<file path="src/rtl/dmacs_pkg.sv">
`timescale 1ns/1ps
// dmacs_pkg: bit positions and shared state types for the DMA channel
// status bank. Assumes a 32-bit channel word with fixed field positions.
package dmacs_pkg;

    localparam int B_BERR    = 0;
    localparam int B_START   = 1;
    localparam int B_END     = 2;
    localparam int B_STOP    = 3;
    localparam int B_RAS     = 4;
    localparam int B_REQ     = 8;
    localparam int B_EOR     = 9;
    localparam int B_CMP     = 10;
    localparam int B_MASKRUN = 22;
    localparam int B_RASIE   = 23;
    localparam int B_CMPCLR  = 24;
    localparam int B_CMPSET  = 25;
    localparam int B_EORSTOP = 26;
    localparam int B_EORJMP  = 27;
    localparam int B_EORIE   = 28;
    localparam int B_STOPIE  = 29;
    localparam int B_NODESC  = 30;
    localparam int B_RUN     = 31;

    // Stored control bits (loaded on every write)
    typedef struct packed {
        logic run;
        logic nodesc;
        logic stop_ie;
        logic eor_ie;
        logic eor_jump;
        logic eor_stop;
        logic ras_ie;
    } ctl_t;

    // Stored status flags
    typedef struct packed {
        logic cmp;
        logic eor;
        logic ras;
        logic stopped;
        logic end_f;
        logic start_f;
        logic berr;
    } sts_t;

    // Event pulses from one channel engine
    typedef struct packed {
        logic berr;
        logic start_f;
        logic end_f;
        logic stopped;
        logic ras;
        logic eor;
    } ev_t;

    // Assemble the readable channel word
    function automatic logic [31:0] pack_word(ctl_t c, sts_t s, logic req);
        logic [31:0] w;
        w            = '0;
        w[B_BERR]    = s.berr;
        w[B_START]   = s.start_f;
        w[B_END]     = s.end_f;
        w[B_STOP]    = s.stopped;
        w[B_RAS]     = s.ras;
        w[B_REQ]     = req;
        w[B_EOR]     = s.eor;
        w[B_CMP]     = s.cmp;
        w[B_RASIE]   = c.ras_ie;
        w[B_EORSTOP] = c.eor_stop;
        w[B_EORJMP]  = c.eor_jump;
        w[B_EORIE]   = c.eor_ie;
        w[B_STOPIE]  = c.stop_ie;
        w[B_NODESC]  = c.nodesc;
        w[B_RUN]     = c.run;
        return w;
    endfunction

endpackage

</file>
<file path="src/rtl/dmacs_channel.sv">
`timescale 1ns/1ps
// dmacs_channel: control/status word of one DMA channel.
// Handles host writes (control load, write-one-to-clear flags, run and
// compare side effects) and engine event pulses. Events win over a clear
// landing in the same cycle. Assumes events are single-cycle pulses.
module dmacs_channel
    import dmacs_pkg::*;
(
    input  logic        clk,
    input  logic        rst_n,
    input  logic        wr_sel,
    input  logic [31:0] wdata,
    input  ev_t         ev,
    input  logic        req_active,
    output logic [31:0] rd_word,
    output ctl_t        ctl_q,
    output sts_t        sts_q,
    output logic        launch,
    output logic        launch_fetch
);

    ctl_t ctl_n;
    sts_t sts_n;
    logic go_n;
    logic fetch_n;

    // Next-state: host write effects first, then events override
    always_comb begin
        ctl_n   = ctl_q;
        sts_n   = sts_q;
        go_n    = 1'b0;
        fetch_n = 1'b0;
        if (wr_sel) begin
            sts_n.berr    = sts_q.berr    & ~wdata[B_BERR];
            sts_n.start_f = sts_q.start_f & ~wdata[B_START];
            sts_n.end_f   = sts_q.end_f   & ~wdata[B_END];
            sts_n.eor     = sts_q.eor     & ~wdata[B_EOR];
            ctl_n.run      = wdata[B_RUN];
            ctl_n.nodesc   = wdata[B_NODESC];
            ctl_n.stop_ie  = wdata[B_STOPIE];
            ctl_n.eor_ie   = wdata[B_EORIE];
            ctl_n.eor_jump = wdata[B_EORJMP];
            ctl_n.eor_stop = wdata[B_EORSTOP];
            ctl_n.ras_ie   = wdata[B_RASIE];
            if (wdata[B_RUN]) begin
                sts_n.stopped = 1'b0;
                go_n          = 1'b1;
                fetch_n       = ~wdata[B_NODESC];
            end else if (!wdata[B_MASKRUN]) begin
                sts_n.stopped = 1'b1;
            end
            if (wdata[B_CMPCLR]) sts_n.cmp = 1'b0;
            if (wdata[B_CMPSET]) sts_n.cmp = 1'b1;
        end
        if (ev.berr)    sts_n.berr    = 1'b1;
        if (ev.start_f) sts_n.start_f = 1'b1;
        if (ev.end_f)   sts_n.end_f   = 1'b1;
        if (ev.stopped) sts_n.stopped = 1'b1;
        if (ev.ras)     sts_n.ras     = 1'b1;
        if (ev.eor)     sts_n.eor     = 1'b1;
    end

    // State registers with reset to "stopped only"
    always_ff @(posedge clk) begin
        if (!rst_n) begin
            ctl_q         <= '0;
            sts_q         <= '0;
            sts_q.stopped <= 1'b1;
            launch        <= 1'b0;
            launch_fetch  <= 1'b0;
        end else begin
            ctl_q         <= ctl_n;
            sts_q         <= sts_n;
            launch        <= go_n;
            launch_fetch  <= fetch_n;
        end
    end

    // Readable word with live request-pending bit
    assign rd_word = pack_word(ctl_q, sts_q, req_active);

    p_start_evt_r5: assert property (@(posedge clk) disable iff (!rst_n)
        ev.start_f |=> sts_q.start_f);

    p_stop_evt_r5: assert property (@(posedge clk) disable iff (!rst_n)
        ev.stopped |=> sts_q.stopped);

    p_eor_beats_clear_r6: assert property (@(posedge clk) disable iff (!rst_n)
        (wr_sel && wdata[B_EOR] && ev.eor) |=> sts_q.eor);

    p_launch_r7: assert property (@(posedge clk) disable iff (!rst_n)
        (wr_sel && wdata[B_RUN]) |=>
            (launch && (launch_fetch == !$past(wdata[B_NODESC])) && !sts_q.stopped)
            || $past(ev.stopped));

    p_no_spurious_launch_r7: assert property (@(posedge clk) disable iff (!rst_n)
        !(wr_sel && wdata[B_RUN]) |=> !launch && !launch_fetch);

    p_mask_stop_r8: assert property (@(posedge clk) disable iff (!rst_n)
        (wr_sel && !wdata[B_RUN] && !wdata[B_MASKRUN]) |=> sts_q.stopped);

    p_cmp_set_r9: assert property (@(posedge clk) disable iff (!rst_n)
        (wr_sel && wdata[B_CMPSET]) |=> sts_q.cmp);

    p_cmp_clr_r9: assert property (@(posedge clk) disable iff (!rst_n)
        (wr_sel && wdata[B_CMPCLR] && !wdata[B_CMPSET]) |=> !sts_q.cmp);

endmodule

</file>
<file path="src/rtl/dmacs_irq_gate.sv">
`timescale 1ns/1ps
// dmacs_irq_gate: applies each source's enable rule per channel and
// forms the per-channel summary and the combined interrupt line.
// Assumes flags and enables come straight from channel registers.
module dmacs_irq_gate #(
    parameter int NUM_CH = 8
) (
    input  logic [NUM_CH-1:0] stopped,
    input  logic [NUM_CH-1:0] stop_ie,
    input  logic [NUM_CH-1:0] eor,
    input  logic [NUM_CH-1:0] eor_ie,
    input  logic [NUM_CH-1:0] ras,
    input  logic [NUM_CH-1:0] ras_ie,
    input  logic [NUM_CH-1:0] start_f,
    input  logic [NUM_CH-1:0] end_f,
    output logic [NUM_CH-1:0] summary,
    output logic              irq
);

    // Per-channel gating of each interrupt source
    for (genvar c = 0; c < NUM_CH; c++) begin : g_gate
        assign summary[c] = (stopped[c] & stop_ie[c])
                          | (eor[c]     & eor_ie[c])
                          | (ras[c]     & ras_ie[c])
                          | start_f[c]
                          | end_f[c];
    end

    // Combined interrupt line
    assign irq = |summary;

endmodule

</file>
<file path="src/rtl/dmacs_read_mux.sv">
`timescale 1ns/1ps
// dmacs_read_mux: selects the host read word from the channel words or
// the interrupt summary. Unmapped indices read as zero.
module dmacs_read_mux #(
    parameter int NUM_CH   = 8,
    parameter int ADDR_W   = 6,
    parameter int SUM_ADDR = 60
) (
    input  logic [ADDR_W-1:0]      addr,
    input  logic [NUM_CH*32-1:0]   words,
    input  logic [NUM_CH-1:0]      summary,
    output logic [31:0]            rdata
);

    localparam logic [ADDR_W-1:0] SUM_IDX = ADDR_W'(SUM_ADDR);

    // Address decode for host reads
    always_comb begin
        rdata = '0;
        for (int i = 0; i < NUM_CH; i++) begin
            if (addr == ADDR_W'(i)) rdata = words[i*32 +: 32];
        end
        if (addr == SUM_IDX) rdata = 32'(summary);
    end

endmodule

</file>
<file path="src/rtl/dma_chan_status_bank.sv">
`timescale 1ns/1ps
// dma_chan_status_bank: top of the DMA channel status and interrupt bank.
// One dmacs_channel per channel, an interrupt gate and a read mux.
// Assumes NUM_CH <= 32 and SUM_ADDR >= NUM_CH.
module dma_chan_status_bank
    import dmacs_pkg::*;
#(
    parameter int NUM_CH   = 8,
    parameter int ADDR_W   = 6,
    parameter int SUM_ADDR = 60
) (
    input  logic                clk,
    input  logic                rst_n,
    input  logic                host_wr,
    input  logic [ADDR_W-1:0]   host_addr,
    input  logic [31:0]         host_wdata,
    output logic [31:0]         host_rdata,
    input  logic [NUM_CH-1:0]   ev_buserr,
    input  logic [NUM_CH-1:0]   ev_start,
    input  logic [NUM_CH-1:0]   ev_end,
    input  logic [NUM_CH-1:0]   ev_stop,
    input  logic [NUM_CH-1:0]   ev_ras,
    input  logic [NUM_CH-1:0]   ev_eor,
    input  logic [NUM_CH-1:0]   req_active,
    output logic [NUM_CH-1:0]   ch_run,
    output logic [NUM_CH-1:0]   ch_nodesc,
    output logic [NUM_CH-1:0]   ch_eor_stop,
    output logic [NUM_CH-1:0]   ch_eor_jump,
    output logic [NUM_CH-1:0]   ch_cmp,
    output logic [NUM_CH-1:0]   launch,
    output logic [NUM_CH-1:0]   launch_fetch,
    output logic                irq
);

    localparam logic [ADDR_W-1:0] SUM_IDX = ADDR_W'(SUM_ADDR);

    logic [NUM_CH*32-1:0] words;
    logic [NUM_CH-1:0]    stopped_v, stop_ie_v, eor_v, eor_ie_v;
    logic [NUM_CH-1:0]    ras_v, ras_ie_v, start_v, end_v;
    logic [NUM_CH-1:0]    summary;

    for (genvar c = 0; c < NUM_CH; c++) begin : g_ch
        ctl_t ctl;
        sts_t sts;
        ev_t  ev;
        logic sel;

        // Per-channel write decode and event bundling
        assign sel = host_wr && (host_addr == ADDR_W'(c));
        assign ev  = '{berr: ev_buserr[c], start_f: ev_start[c], end_f: ev_end[c],
                       stopped: ev_stop[c], ras: ev_ras[c], eor: ev_eor[c]};

        dmacs_channel u_chan (
            .clk          (clk),
            .rst_n        (rst_n),
            .wr_sel       (sel),
            .wdata        (host_wdata),
            .ev           (ev),
            .req_active   (req_active[c]),
            .rd_word      (words[c*32 +: 32]),
            .ctl_q        (ctl),
            .sts_q        (sts),
            .launch       (launch[c]),
            .launch_fetch (launch_fetch[c])
        );

        // Fan stored bits out to engines and interrupt gate
        assign ch_run[c]      = ctl.run;
        assign ch_nodesc[c]   = ctl.nodesc;
        assign ch_eor_stop[c] = ctl.eor_stop;
        assign ch_eor_jump[c] = ctl.eor_jump;
        assign ch_cmp[c]      = sts.cmp;
        assign stopped_v[c]   = sts.stopped;
        assign stop_ie_v[c]   = ctl.stop_ie;
        assign eor_v[c]       = sts.eor;
        assign eor_ie_v[c]    = ctl.eor_ie;
        assign ras_v[c]       = sts.ras;
        assign ras_ie_v[c]    = ctl.ras_ie;
        assign start_v[c]     = sts.start_f;
        assign end_v[c]       = sts.end_f;
    end

    dmacs_irq_gate #(.NUM_CH(NUM_CH)) u_gate (
        .stopped (stopped_v),
        .stop_ie (stop_ie_v),
        .eor     (eor_v),
        .eor_ie  (eor_ie_v),
        .ras     (ras_v),
        .ras_ie  (ras_ie_v),
        .start_f (start_v),
        .end_f   (end_v),
        .summary (summary),
        .irq     (irq)
    );

    dmacs_read_mux #(.NUM_CH(NUM_CH), .ADDR_W(ADDR_W), .SUM_ADDR(SUM_ADDR)) u_rmux (
        .addr    (host_addr),
        .words   (words),
        .summary (summary),
        .rdata   (host_rdata)
    );

    p_start_irq_r10: assert property (@(posedge clk) disable iff (!rst_n)
        (|(start_v | end_v)) |-> irq);

    p_irq_summary_r11: assert property (@(posedge clk) disable iff (!rst_n)
        (host_addr == SUM_IDX) |-> (irq == (host_rdata != 32'h0)));

    p_quiet_after_reset_r1: assert property (@(posedge clk)
        $past(!rst_n) && !rst_n |=> !irq && !(|launch));

endmodule

</file>
<file path="config.mk">
export PLATFORM = sky130hd
export DESIGN_NAME = dma_chan_status_bank
export DESIGN_NICKNAME = d
export VERILOG_FILES = /design/src/rtl/dmacs_pkg.sv /design/src/rtl/dmacs_channel.sv /design/src/rtl/dmacs_irq_gate.sv /design/src/rtl/dmacs_read_mux.sv /design/src/rtl/dma_chan_status_bank.sv
export SDC_FILE = /design/constraint.sdc
export NUM_CORES = 1
export LEC_CHECK = 0
export ABC_CLOCK_PERIOD_IN_PS = 3490
export BUFFER_PORTS_ARGS = -buffer_cell sky130_fd_sc_hd__buf_2
export CORE_AREA = 2 2 116 118
export CTS_CLUSTER_DIAMETER = 80
export DETAILED_ROUTE_END_ITERATION = 12
export DIE_AREA = 0 0 118 120
export GPL_ROUTABILITY_DRIVEN = 0
export GPL_TIMING_DRIVEN = 1
export PLACE_DENSITY = 0.76
export SKIP_LAST_GASP = 1
export SYNTH_ARGS = -nofsm -noshare
export SYNTH_HDL_FRONTEND = slang
export SYNTH_SLANG_ARGS = --single-unit
</file>
<file path="constraint.sdc">
create_clock -name clk -period 3.49 [get_ports clk]
set_input_delay 0.349 -clock clk [delete_from_list [all_inputs] [get_ports clk]]
set_output_delay 0.349 -clock clk [all_outputs]
set_load 0.005 [all_outputs]
</file>
==> reports/metrics.csv, run 1 <==
stage;metric;value;unit
yosys;Warnings, synthesis;0;
timing;Max Slew Vio Count;0;
clock_tree;TritonCTS clock tree;yes;
cells_and_area;diode count;0;
worst_setup_path;Critical Path Max Stage Delay;630;ps
floorplanning;DIE WIDTH;118;um
worst_setup_path;FF-to-FF End;g_ch[4].u_chan.rd_word[3]$_SDFFE_PP1P_;
hold_path;WHS Endpoint;g_ch[5].u_chan.rd_word[3]$_SDFFE_PP1P_;
drt;Routed WL per cell;18.6;um
global_routing;grt total ovfl;0;
worst_setup_path;R2R depth;2;
pwr;Leakage Power;0.00311;uW
yosys;Post-synth EDFFs;0;
worst_setup_path;CP endpoint kind;primary output;
drt;final wirelength;18700;um
yosys;Mapped Cells;741;
placed_design;placed cell count;974;
clock_tree;Clk pin slew, worst setup/hold paths;60;ps
yosys;count leader, synth;dfxtp_1;
timing;RSZ-0062 raised after global routing;false;
cells_and_area;Final #Nets;914;
hold_path;worst min path class;primary input to flop;
worst_setup_path;CP Launch Point;g_ch[6].u_chan.rd_word[4]$_SDFFE_PN0P_;
yosys;leading area contributor after synthesis;dfxtp_1;
clock_tree;post-CTS sizing;0;
clock_tree;CTS sink cnt;128;
clock_tree;postcts setup bufs;0;
drt;drt pass-1 iters;5;
yosys;Top FF cell, synth;dfxtp_1;
clock_tree;hold_buf cts;0;
timing;Final Cycle Share;76.1;%
yosys;synth cell count leaders;dfxtp_1, nand2_1, buf_4;
pwr;pwr dens;482;nW/um^2
yosys;#FFs+latches synth;128;
timing;Final Hold Fails;0;
floorplanning;Cell Rows;42;
drt;DRT iter0 DRCs;542;
flow_run;MaxCap Viol Count;0;
yosys;Seq/Total Area, Yosys;40.4;%
global_routing;antenna violations before repair;0;
floorplanning;I/O Pins;186;
worst_setup_path;Worst Setup Start Kind;flop;
yosys;Yosys top cell area share;40.4;%
yosys;asr flop ratio synth;0;%
timing;Least-Margin Pin Slew;1060;ps
timing;setup TNS;0;ps
clock_tree;CTS Buf Count;17;
floorplanning;die area;14200;um^2
timing;endpoints failing setup;0;
clock_tree;CTS max path bufs;2;
drt;Via Count;5649;
global_routing;first-pass GRT wire length;28500;um
clock_tree;worst skew pair latency;410;ps
status;outcome;finished clean;
cells_and_area;Fill cells;1238;
pwr;total chip power;3500;uW
floorplanning;Core Box Area;13000;um^2
timing;slew margin rel.;29.2;%
cells_and_area;Final Cell Area;7260;um^2
floorplanning;die height;120;um
hold_path;Hold Path Stages;2;
worst_setup_path;crit path cell chain;a22o_1, a2111oi_0, nand4_1, or2_2, buf_2;
yosys;Syn Area/Cell;8.55;um^2
drt;post-DR vias/cell;5.62;
drt;DRC;0;
floorplanning;initial core utilization;48.8;%
timing;Clock Skews;0;ps
drt;Final ANT Viol Nets;0;
cells_and_area;layout overhead on the synthesized area;14.5;%
worst_setup_path;Worst R2R Setup Slack;2580;ps
cells_and_area;layout cell share with drive strength beyond 1;30.2;%
worst_setup_path;critical path fanouts, max;3;
timing;worst hold slack;118;ps
global_routing;Global Route Usage Sum;26.2;%
timing;Max Freq;377;MHz
timing;crit path time final;2650;ps
placed_design;I/O Buffers;153;
placed_design;hpwl dp;13400;um
global_routing;largest net degree at the start of global routing;41;
clock_tree;clock root buffer;clkbuf_16;
worst_setup_path;slowest CP cell;a2111oi_0;
cells_and_area;final cell count without fillers;1005;
placed_design;Placed Area;6690;um^2
yosys;synth top area cells;dfxtp_1, buf_4, nand2_1, mux4_2, a21oi_1;
worst_setup_path;crit path DAT;2310;ps
yosys;Synth cell types;50;
pwr;IR drop worst, VDD;0.000320;V
global_routing;vias in the first global route;5246;
worst_setup_path;WP data required;3140;ps
worst_setup_path;Setup CP Type;flop to primary output;
worst_setup_path;worst r2r src;g_ch[4].u_chan.rd_word[3]$_SDFFE_PP1P_;
clock_tree;H-tree depth;4;
yosys;mapped cell area;6340;um^2
hold_path;hold path startpoint;ev_stop[5];
==> power breakdown <==
group | total (uW) | switching [uW] | internal [uW] | leakage (uW)
Sequential | 1530 | 29.8 | 1500 | 0.00104
Combinational | 283 | 173 | 110 | 0.00180
Clock | 1690 | 620 | 1070 | 0.000270
Total | 3500 | 823 | 2680 | 0.00311
==> metal layers <==
layer  global-route usage [%]  wire length [um]  vias to the layer above  share of wire [%]
met1                     33.1              7510                     2616                 40
met2                     41.9              8560                      308                 46
met3                     6.80              1850                       59                9.9
met5                        0                 0                        -                  0
li1                         -                 -                     2666                  -
met4                     12.8               735                        0                3.9
==> worst max-delay path, delay by kind of cell (launching register included) <==
kind	cells	cell delay, ps
flip-flops	1	330
buffers and inverters	1	140
AND/OR/NAND/NOR	2	500
AO/OA/AOI/OAI	2	910
==> layout by cell type (no fill, tap or decap), drive strengths merged, types with 16 or more instances in the layout <==
cell	instances
buf	168
dfxtp	128
nand2	105
nor2	52
o21ai	51
a21oi	45
inv	37
a31oi	33
clkbuf	27
mux2i	17
mux4	17
nand3	16
==> logic make-up (layout without fill, tap and decap cells) <==
group	after synthesis	count (layout)	share of synthesized area, %
muxes	40	40	9.79
other	1	14	0.0592
DFF	128	128	40.4
and+or+nand+nor	223	223	15.9
buffers and inverters	162	237	14.7
AOI/OAI and AO/OA	187	187	19.1
==> registers in the layout, summed over array words and instances, names as in the netlist <==
register,count
g_ch.u_chan.launch,8
g_ch.u_chan.launch_fetch,8
g_ch.u_chan.rd_word,56
g_ch.u_chan.ctl_q,56
==> worst max-delay path by stage <==
stage	cells after the start	endpoint	slack [ps]
2_1_floorplan	7	host_rdata[2]	1490
3_3_place_gp	4	g_ch[3].u_chan.ctl_q[6]$_SDFFE_PN0P_	970
3_5_place_dp	5	g_ch[6].u_chan.rd_word[10]$_SDFFE_PN0P_	960
4_1_cts	5	irq	860
5_1_grt	5	irq	770
6_report	5	irq	840
==> through the flow <==
stage	worst slack [ps]	utilization, %
finish	836	55.9
global route	767	55.9
global placement	968	51.6
floorplan	1490	-
CTS	856	55.9
detailed placement	965	51.6
==> final cells by class <==
| cell class | count | area, um^2 | share of cell area (%) |
|---|---|---|---|
| Clock buffer | 27 | 513 | 7.07 |
| Clock inverter | 4 | 50.0 | 0.690 |
| Inverter | 38 | 143 | 1.97 |
| Multi-Input combinational cell | 464 | 2890 | 39.8 |
| Sequential cell | 128 | 2560 | 35.3 |
| Tap cell | 176 | 220 | 3.03 |
| Timing Repair Buffer | 168 | 878 | 12.1 |
No activity file was read; power rests on OpenSTA's default activity.
==> run 2: changes to the inputs <==
--- a/config.mk
+++ b/config.mk
@@ -5,15 +5,16 @@
 export SDC_FILE = /design/constraint.sdc
 export NUM_CORES = 1
 export LEC_CHECK = 0
-export ABC_CLOCK_PERIOD_IN_PS = 3490
+export ABC_AREA = 1
+export ABC_CLOCK_PERIOD_IN_PS = 2700
 export BUFFER_PORTS_ARGS = -buffer_cell sky130_fd_sc_hd__buf_2
-export CORE_AREA = 2 2 116 118
+export CORE_AREA = 2 2 115 117
 export CTS_CLUSTER_DIAMETER = 80
 export DETAILED_ROUTE_END_ITERATION = 12
-export DIE_AREA = 0 0 118 120
+export DIE_AREA = 0 0 117 119
 export GPL_ROUTABILITY_DRIVEN = 0
 export GPL_TIMING_DRIVEN = 1
-export PLACE_DENSITY = 0.76
+export PLACE_DENSITY = 0.77
 export SKIP_LAST_GASP = 1
 export SYNTH_ARGS = -nofsm -noshare
 export SYNTH_HDL_FRONTEND = slang
==> constraint.sdc (replaced) <==
create_clock -name clk -period 2.7 [get_ports clk]
set_input_delay 0.27 -clock clk [delete_from_list [all_inputs] [get_ports clk]]
set_output_delay 0.27 -clock clk [all_outputs]
set_load 0.005 [all_outputs]
==> run 2 against run 1 <==
Compared with the run above: synthesized area fell by 1.4%; sequential power rose by 29%; clock power rose by 25%; combinational power rose by 13%; core utilization fell by 0.16 points; power rose by 26%; non-clock buffer count fell by 3; flip-flop and latch count did not move; global-route usage fell by 0.79 points.
==> reports/metrics.csv, run 2 <==
stage;metric;value;unit
status;outcome;finished clean;
yosys;Seq/Total Area, Yosys;41.0;%
drt;Routed WL per cell;15.0;um
drt;DRT iter0 DRCs;552;
clock_tree;TritonCTS clock tree;yes;
yosys;Mapped Cells;882;
global_routing;grt total ovfl;0;
global_routing;first-pass GRT wire length;27000;um
clock_tree;CTS Buf Count;17;
drt;metal3 WL;1390;um
floorplanning;die height;119;um
drt;Top Metal Used;met4;
drt;Final ANT Viol Nets;0;
cells_and_area;fin util;55.8;%
worst_setup_path;Critical Path Max Stage Delay;470;ps
cells_and_area;Fill cells;1282;
clock_tree;worst skew pair latency;420;ps
cells_and_area;commonest non-fill, non-tap cells in the layout;nor2_1, buf_2, nand2_1, dfxtp_1, inv_1;
hold_path;hold path startpoint;ev_stop[7];
hold_path;WHS Endpoint;g_ch[7].u_chan.rd_word[3]$_SDFFE_PP1P_;
floorplanning;die area;13900;um^2
clock_tree;Clk pin slew, worst setup/hold paths;50;ps
timing;final worst slack;395;ps
yosys;Warnings, synthesis;0;
drt;post-DR vias/cell;5.17;
pwr;pwr dens;614;nW/um^2
yosys;leading area contributor after synthesis;dfxtp_1;
drt;final wirelength;17400;um
worst_setup_path;worst r2r src;g_ch[0].u_chan.rd_word[3]$_SDFFE_PP1P_;
cells_and_area;layout cell share with drive strength beyond 1;23.2;%
timing;Final Hold Fails;0;
timing;Max Slew Vio Count;0;
timing;crit path time final;2300;ps
timing;RSZ-0062 raised after global routing;false;
pwr;Leakage Power;0.00342;uW
timing;endpoints failing setup;0;
yosys;Top FF cell, synth;dfxtp_1;
clock_tree;post-CTS sizing;0;
placed_design;worst slack, placed;370;ps
worst_setup_path;Setup CP Type;primary input to primary output;
global_routing;vias in the first global route;5310;
floorplanning;DIE WIDTH;117;um
cells_and_area;layout overhead on the synthesized area;14.9;%
timing;setup TNS;0;ps
clock_tree;clock root buffer;clkbuf_16;
drt;drt pass-1 iters;6;
hold_path;Hold Path Stages;2;
worst_setup_path;FF-to-FF End;g_ch[0].u_chan.rd_word[3]$_SDFFE_PP1P_;
cells_and_area;Final #Nets;1067;
clock_tree;H-tree depth;4;
floorplanning;Cell Rows;42;
yosys;synth cell count leaders;nor2_1, nand2_1, dfxtp_1;
hold_path;worst min path class;primary input to flop;
timing;Least-Margin Pin Slew;789;ps
global_routing;Global Route Usage Sum;25.4;%
cells_and_area;Register Area;2560;um^2
worst_setup_path;R2R depth;2;
clock_tree;hold_buf cts;0;
worst_setup_path;slowest CP cell;nor2_1;
placed_design;I/O Buffers;153;
timing;Final Cycle Share;85.4;%
clock_tree;CTS sink cnt;128;
placed_design;hpwl dp;13100;um
yosys;asr flop ratio synth;0;%
yosys;Synth cell types;38;
cells_and_area;Final Cell Area;7180;um^2
worst_setup_path;crit path DAT;2030;ps
timing;Clock Skews;0;ps
timing;Max Freq;434;MHz
floorplanning;Core Box Area;12900;um^2
timing;slew margin rel.;47.3;%
placed_design;Placed Area;6640;um^2
yosys;Yosys top cell area share;41.0;%
pwr;IR drop worst, VDD;0.000394;V
yosys;count leader, synth;nor2_1;
yosys;#FFs+latches synth;128;
clock_tree;postcts setup bufs;0;
worst_setup_path;critical path fanouts, max;15;
yosys;Post-synth EDFFs;0;
worst_setup_path;Worst R2R Setup Slack;1860;ps
yosys;mapped cell area;6250;um^2
yosys;Syn Area/Cell;7.08;um^2
worst_setup_path;WP data required;2430;ps
worst_setup_path;crit path cell chain;buf_2, nor2_1, nand2_2, nor2_4, nand2_1, nand3_1, nor2_1, nand4_1, o21ai_1, inv_1, buf_2;
cells_and_area;area occupied by multi-input gates;2670;um^2
global_routing;largest net degree at the start of global routing;46;
worst_setup_path;Worst Setup Start Kind;primary input;
flow_run;MaxCap Viol Count;0;
cells_and_area;most common cell after layout, fill and taps aside;nor2_1;
floorplanning;I/O Pins;186;
yosys;synth top area cells;dfxtp_1, nor2_1, buf_4, nand2_1, o21ai_0;
clock_tree;CTS max path bufs;2;
drt;met2 WL;8110;um
timing;worst hold slack;37.0;ps
drt;DRC;0;
floorplanning;initial core utilization;48.5;%
global_routing;antenna violations before repair;1;
worst_setup_path;CP endpoint kind;primary output;
drt;M1 wire length;7480;um
drt;Via Count;5986;
## run 2: cell types whose count changed in the layout (fill, tap and decap cells not counted), moves of 9 or more
cell	before	now
a21oi_1	45	65
a31oi_1	33	0
inv_1	36	76
inv_2	1	10
mux2i_1	17	0
mux4_2	17	0
nand2_1	105	131
nand4_1	3	30
nor2_1	50	171
o21ai_0	38	69
o21ai_1	3	17
or3_1	15	0
## run 2: worst max-delay path: cells and delay by family
kind                   cells  cell delay, ps
AO/OA/AOI/OAI              1              80
AND/OR/NAND/NOR            7            1410
buffers and inverters      3             260
## run 2: cell families (layout without fill, tap and decap cells)
group / count (synthesis) / after routing / synth area share [%]
AOI/OAI and AO/OA: 174 / 174 / 15.1
buffers and inverters: 196 / 281 / 17.0
other: 1 / 15 / 0.0600
DFF: 128 / 128 / 41.0
and+or+nand+nor: 383 / 383 / 26.8
## run 2: where the power goes
group	internal, uW	total (uW)	switching (uW)
registers	1940	1980	35.1
logic	115	319	205
clock network	1330	2120	782
total	3390	4410	1020
## run 2: area by class of cell
class                           instances  share of cell area, %
Antenna cell                            1                 0.0349
Clock buffer                           22                   6.19
Clock inverter                          7                   1.26
Inverter                               87                   4.62
Multi-Input combinational cell        571                   37.2
Sequential cell                       128                   35.7
Tap cell                              176                   3.07
Timing Repair Buffer                  165                   11.9
## run 2: how the worst max path moves through the flow
| stage | startpoint | to | depth (start not counted) |
|---|---|---|---|
| 6_report | host_addr[5] | host_rdata[10] | 11 |
| 5_1_grt | host_addr[5] | host_rdata[10] | 11 |
| 3_5_place_dp | host_addr[5] | g_ch[6].u_chan.rd_word[3]$_SDFFE_PP1P_ | 9 |
| 3_3_place_gp | host_addr[5] | host_rdata[23] | 11 |
| 2_1_floorplan | host_addr[5] | host_rdata[31] | 11 |
| 4_1_cts | host_addr[5] | host_rdata[31] | 11 |
## run 2: per-layer routing
metal	track usage (%)	up-vias
met5	0	-
met4	8.97	0
met3	6.41	30
met2	40.8	284
met1	33.0	2732
li1	-	2940
## run 2: metrics by stage
step / instances / power, uW
finish: 1157 / 4410
global route: 1156 / 4560
CTS: 1156 / 4440
detailed placement: 1127 / 2330
global placement: 1127 / 2320
floorplan: 895 / 2200
==> run 3: changes to the inputs <==
--- a/config.mk
+++ b/config.mk
@@ -14,7 +14,7 @@
 export DIE_AREA = 0 0 117 119
 export GPL_ROUTABILITY_DRIVEN = 0
 export GPL_TIMING_DRIVEN = 1
-export PLACE_DENSITY = 0.77
+export PLACE_DENSITY_LB_ADDON = 0.2
 export SKIP_LAST_GASP = 1
 export SYNTH_ARGS = -nofsm -noshare
 export SYNTH_HDL_FRONTEND = slang
==> run 3 against run 2 <==
Compared with the run above: final cell count rose by 0.17%; core utilization rose by 0.66 points; combinational power barely moved; flip-flop and latch count did not move; routed wire length rose by 0.48%; critical path depth did not move; clock skew did not move; clock power rose by 14%; via count fell by 2.2%; die area did not move; count of clock-buffer cells in the layout rose by 6; sequential power barely moved; largest cell class unchanged; largest power group unchanged.
==> reports/metrics.csv, run 3 (synthesis gave the netlist of run 2 again) <==
stage;metric;value;unit
global_routing;vias in the first global route;5402;
clock_tree;hold_buf cts;0;
clock_tree;clock root buffer;clkbuf_16;
global_routing;first-pass GRT wire length;27600;um
clock_tree;worst skew pair latency;420;ps
drt;final wirelength;17400;um
worst_setup_path;Worst R2R Setup Slack;1870;ps
drt;Routed WL per cell;15.1;um
timing;endpoints failing setup;0;
clock_tree;TritonCTS clock tree;yes;
clock_tree;post-CTS sizing;0;
cells_and_area;layout cell share with drive strength beyond 1;23.4;%
hold_path;worst min path class;primary input to flop;
worst_setup_path;critical path fanouts, max;15;
worst_setup_path;worst r2r src;g_ch[0].u_chan.rd_word[3]$_SDFFE_PP1P_;
worst_setup_path;R2R depth;2;
placed_design;I/O Buffers;153;
pwr;Reg power frac;42.0;%
cells_and_area;most common cell after layout, fill and taps aside;nor2_1;
timing;slew margin rel.;58.6;%
floorplanning;die height;119;um
hold_path;WHS Endpoint;g_ch[7].u_chan.rd_word[3]$_SDFFE_PP1P_;
worst_setup_path;CP endpoint kind;primary output;
flow_run;MaxCap Viol Count;0;
clock_tree;Clk pin slew, worst setup/hold paths;50;ps
drt;DRT iter0 DRCs;421;
pwr;IR drop worst, VDD;0.000386;V
worst_setup_path;crit path DAT;2040;ps
cells_and_area;Final #Nets;1067;
pwr;clock network power share;51.2;%
cells_and_area;diode count;0;
clock_tree;CTS max path bufs;2;
clock_tree;H-tree depth;4;
worst_setup_path;WP data required;2430;ps
drt;DRC;0;
clock_tree;postcts setup bufs;0;
floorplanning;die area;13900;um^2
pwr;Leakage Power;0.00347;uW
hold_path;hold path startpoint;ev_stop[7];
placed_design;worst slack, placed;390;ps
timing;Final Cycle Share;85.5;%
hold_path;Hold Path Stages;2;
timing;Clock Skews;0;ps
worst_setup_path;FF-to-FF End;g_ch[0].u_chan.rd_word[3]$_SDFFE_PP1P_;
drt;drt pass-1 iters;5;
floorplanning;Cell Rows;42;
timing;crit path time final;2310;ps
timing;RSZ-0062 raised after global routing;false;
global_routing;largest net degree at the start of global routing;28;
floorplanning;Core Box Area;12900;um^2
cells_and_area;fin util;56.4;%
pwr;Logic pwr share;6.8;%
timing;Final Hold Fails;0;
global_routing;antenna violations before repair;1;
pwr;pwr dens;648;nW/um^2
worst_setup_path;Worst Setup Start Kind;primary input;
floorplanning;DIE WIDTH;117;um
pwr;Sw Share;22.3;%
timing;setup TNS;0;ps
timing;Max Freq;433;MHz
floorplanning;initial core utilization;48.5;%
pwr;Psw;1050;uW
placed_design;hpwl dp;13100;um
drt;post-DR vias/cell;5.05;
timing;final worst slack;391;ps
pwr;Internal;3650;uW
floorplanning;I/O Pins;186;
drt;Final ANT Viol Nets;0;
status;outcome;finished clean;
timing;Least-Margin Pin Slew;620;ps
cells_and_area;layout overhead on the synthesized area;16.3;%
clock_tree;CTS sink cnt;128;
worst_setup_path;Setup CP Type;primary input to primary output;
cells_and_area;commonest non-fill, non-tap cells in the layout;nor2_1, buf_2, nand2_1, dfxtp_1, inv_1;
timing;Max Slew Vio Count;0;
drt;Via Count;5853;
global_routing;Global Route Usage Sum;26.1;%
global_routing;grt total ovfl;0;
clock_tree;CTS Buf Count;17;
[run 3: cell count changes in the layout (fill, tap and decap cells not counted)]
| cell | before | now |
|---|---|---|
| clkbuf_8 | 0 | 6 |
| clkinvlp_4 | 2 | 0 |
| diode_2 | 1 | 0 |
| bufinv_16 | 2 | 3 |
| clkinv_2 | 3 | 1 |
[run 3: stage by stage]
stage	power [uW]	instances	cell area [um^2]	hold WS, ps
finish	4700	1159	7260	27.1
detailed placement	2330	1127	6640	463
floorplan	2200	895	6300	356
CTS	4710	1159	7260	24.5
global placement	2330	1127	6640	455
global route	4860	1159	7260	38.7
[run 3: how the worst max path moves through the flow]
stage	start	endpoint	slack, ps	cells after the start
floorplan	host_addr[5]	host_rdata[31]	1130	11
global placement	host_addr[5]	host_rdata[31]	410	11
detailed placement	host_addr[5]	g_ch[6].u_chan.rd_word[3]$_SDFFE_PP1P_	390	9
CTS	host_addr[5]	host_rdata[23]	390	11
global route	host_addr[5]	host_rdata[10]	70	11
finish	host_addr[5]	host_rdata[27]	390	11
[run 3: area by class of cell]
class | instances | area, um^2
clock buffer | 28 | 527
clock inverter | 4 | 95.1
fill | 1323 | 5610
inverter | 87 | 332
multi-input combinational | 571 | 2670
sequential | 128 | 2560
tap | 176 | 220
timing repair buffer | 165 | 856
[run 3: power groups by stage]
stage / Clock (uW) / Combinational, uW / Sequential, uW
2_1_floorplan: 0 / 196 / 2000
3_3_place_gp: 0 / 313 / 2010
3_5_place_dp: 0 / 316 / 2010
4_1_cts: 2420 / 318 / 1970
5_1_grt: 2520 / 358 / 1980
6_report: 2410 / 319 / 1970
[run 3: critical path, stage by stage]
cell and delay (ps):
buf_2 100, nor2_1 460, nand2_2 180, nor2_4 410, nand2_1 110, nand3_1 120, nor2_1 60, nand4_1 90
o21ai_1 70, inv_1 60, buf_2 100
[run 3: metal layers]
metal / up-vias / wire length, um / global-route usage [%]
li1: 2948 / - / -
met1: 2649 / 7900 / 34.7
met2: 216 / 7980 / 40.5
met3: 38 / 1020 / 5.34
met4: 2 / 537 / 12.1
met5: - / 11 / 0
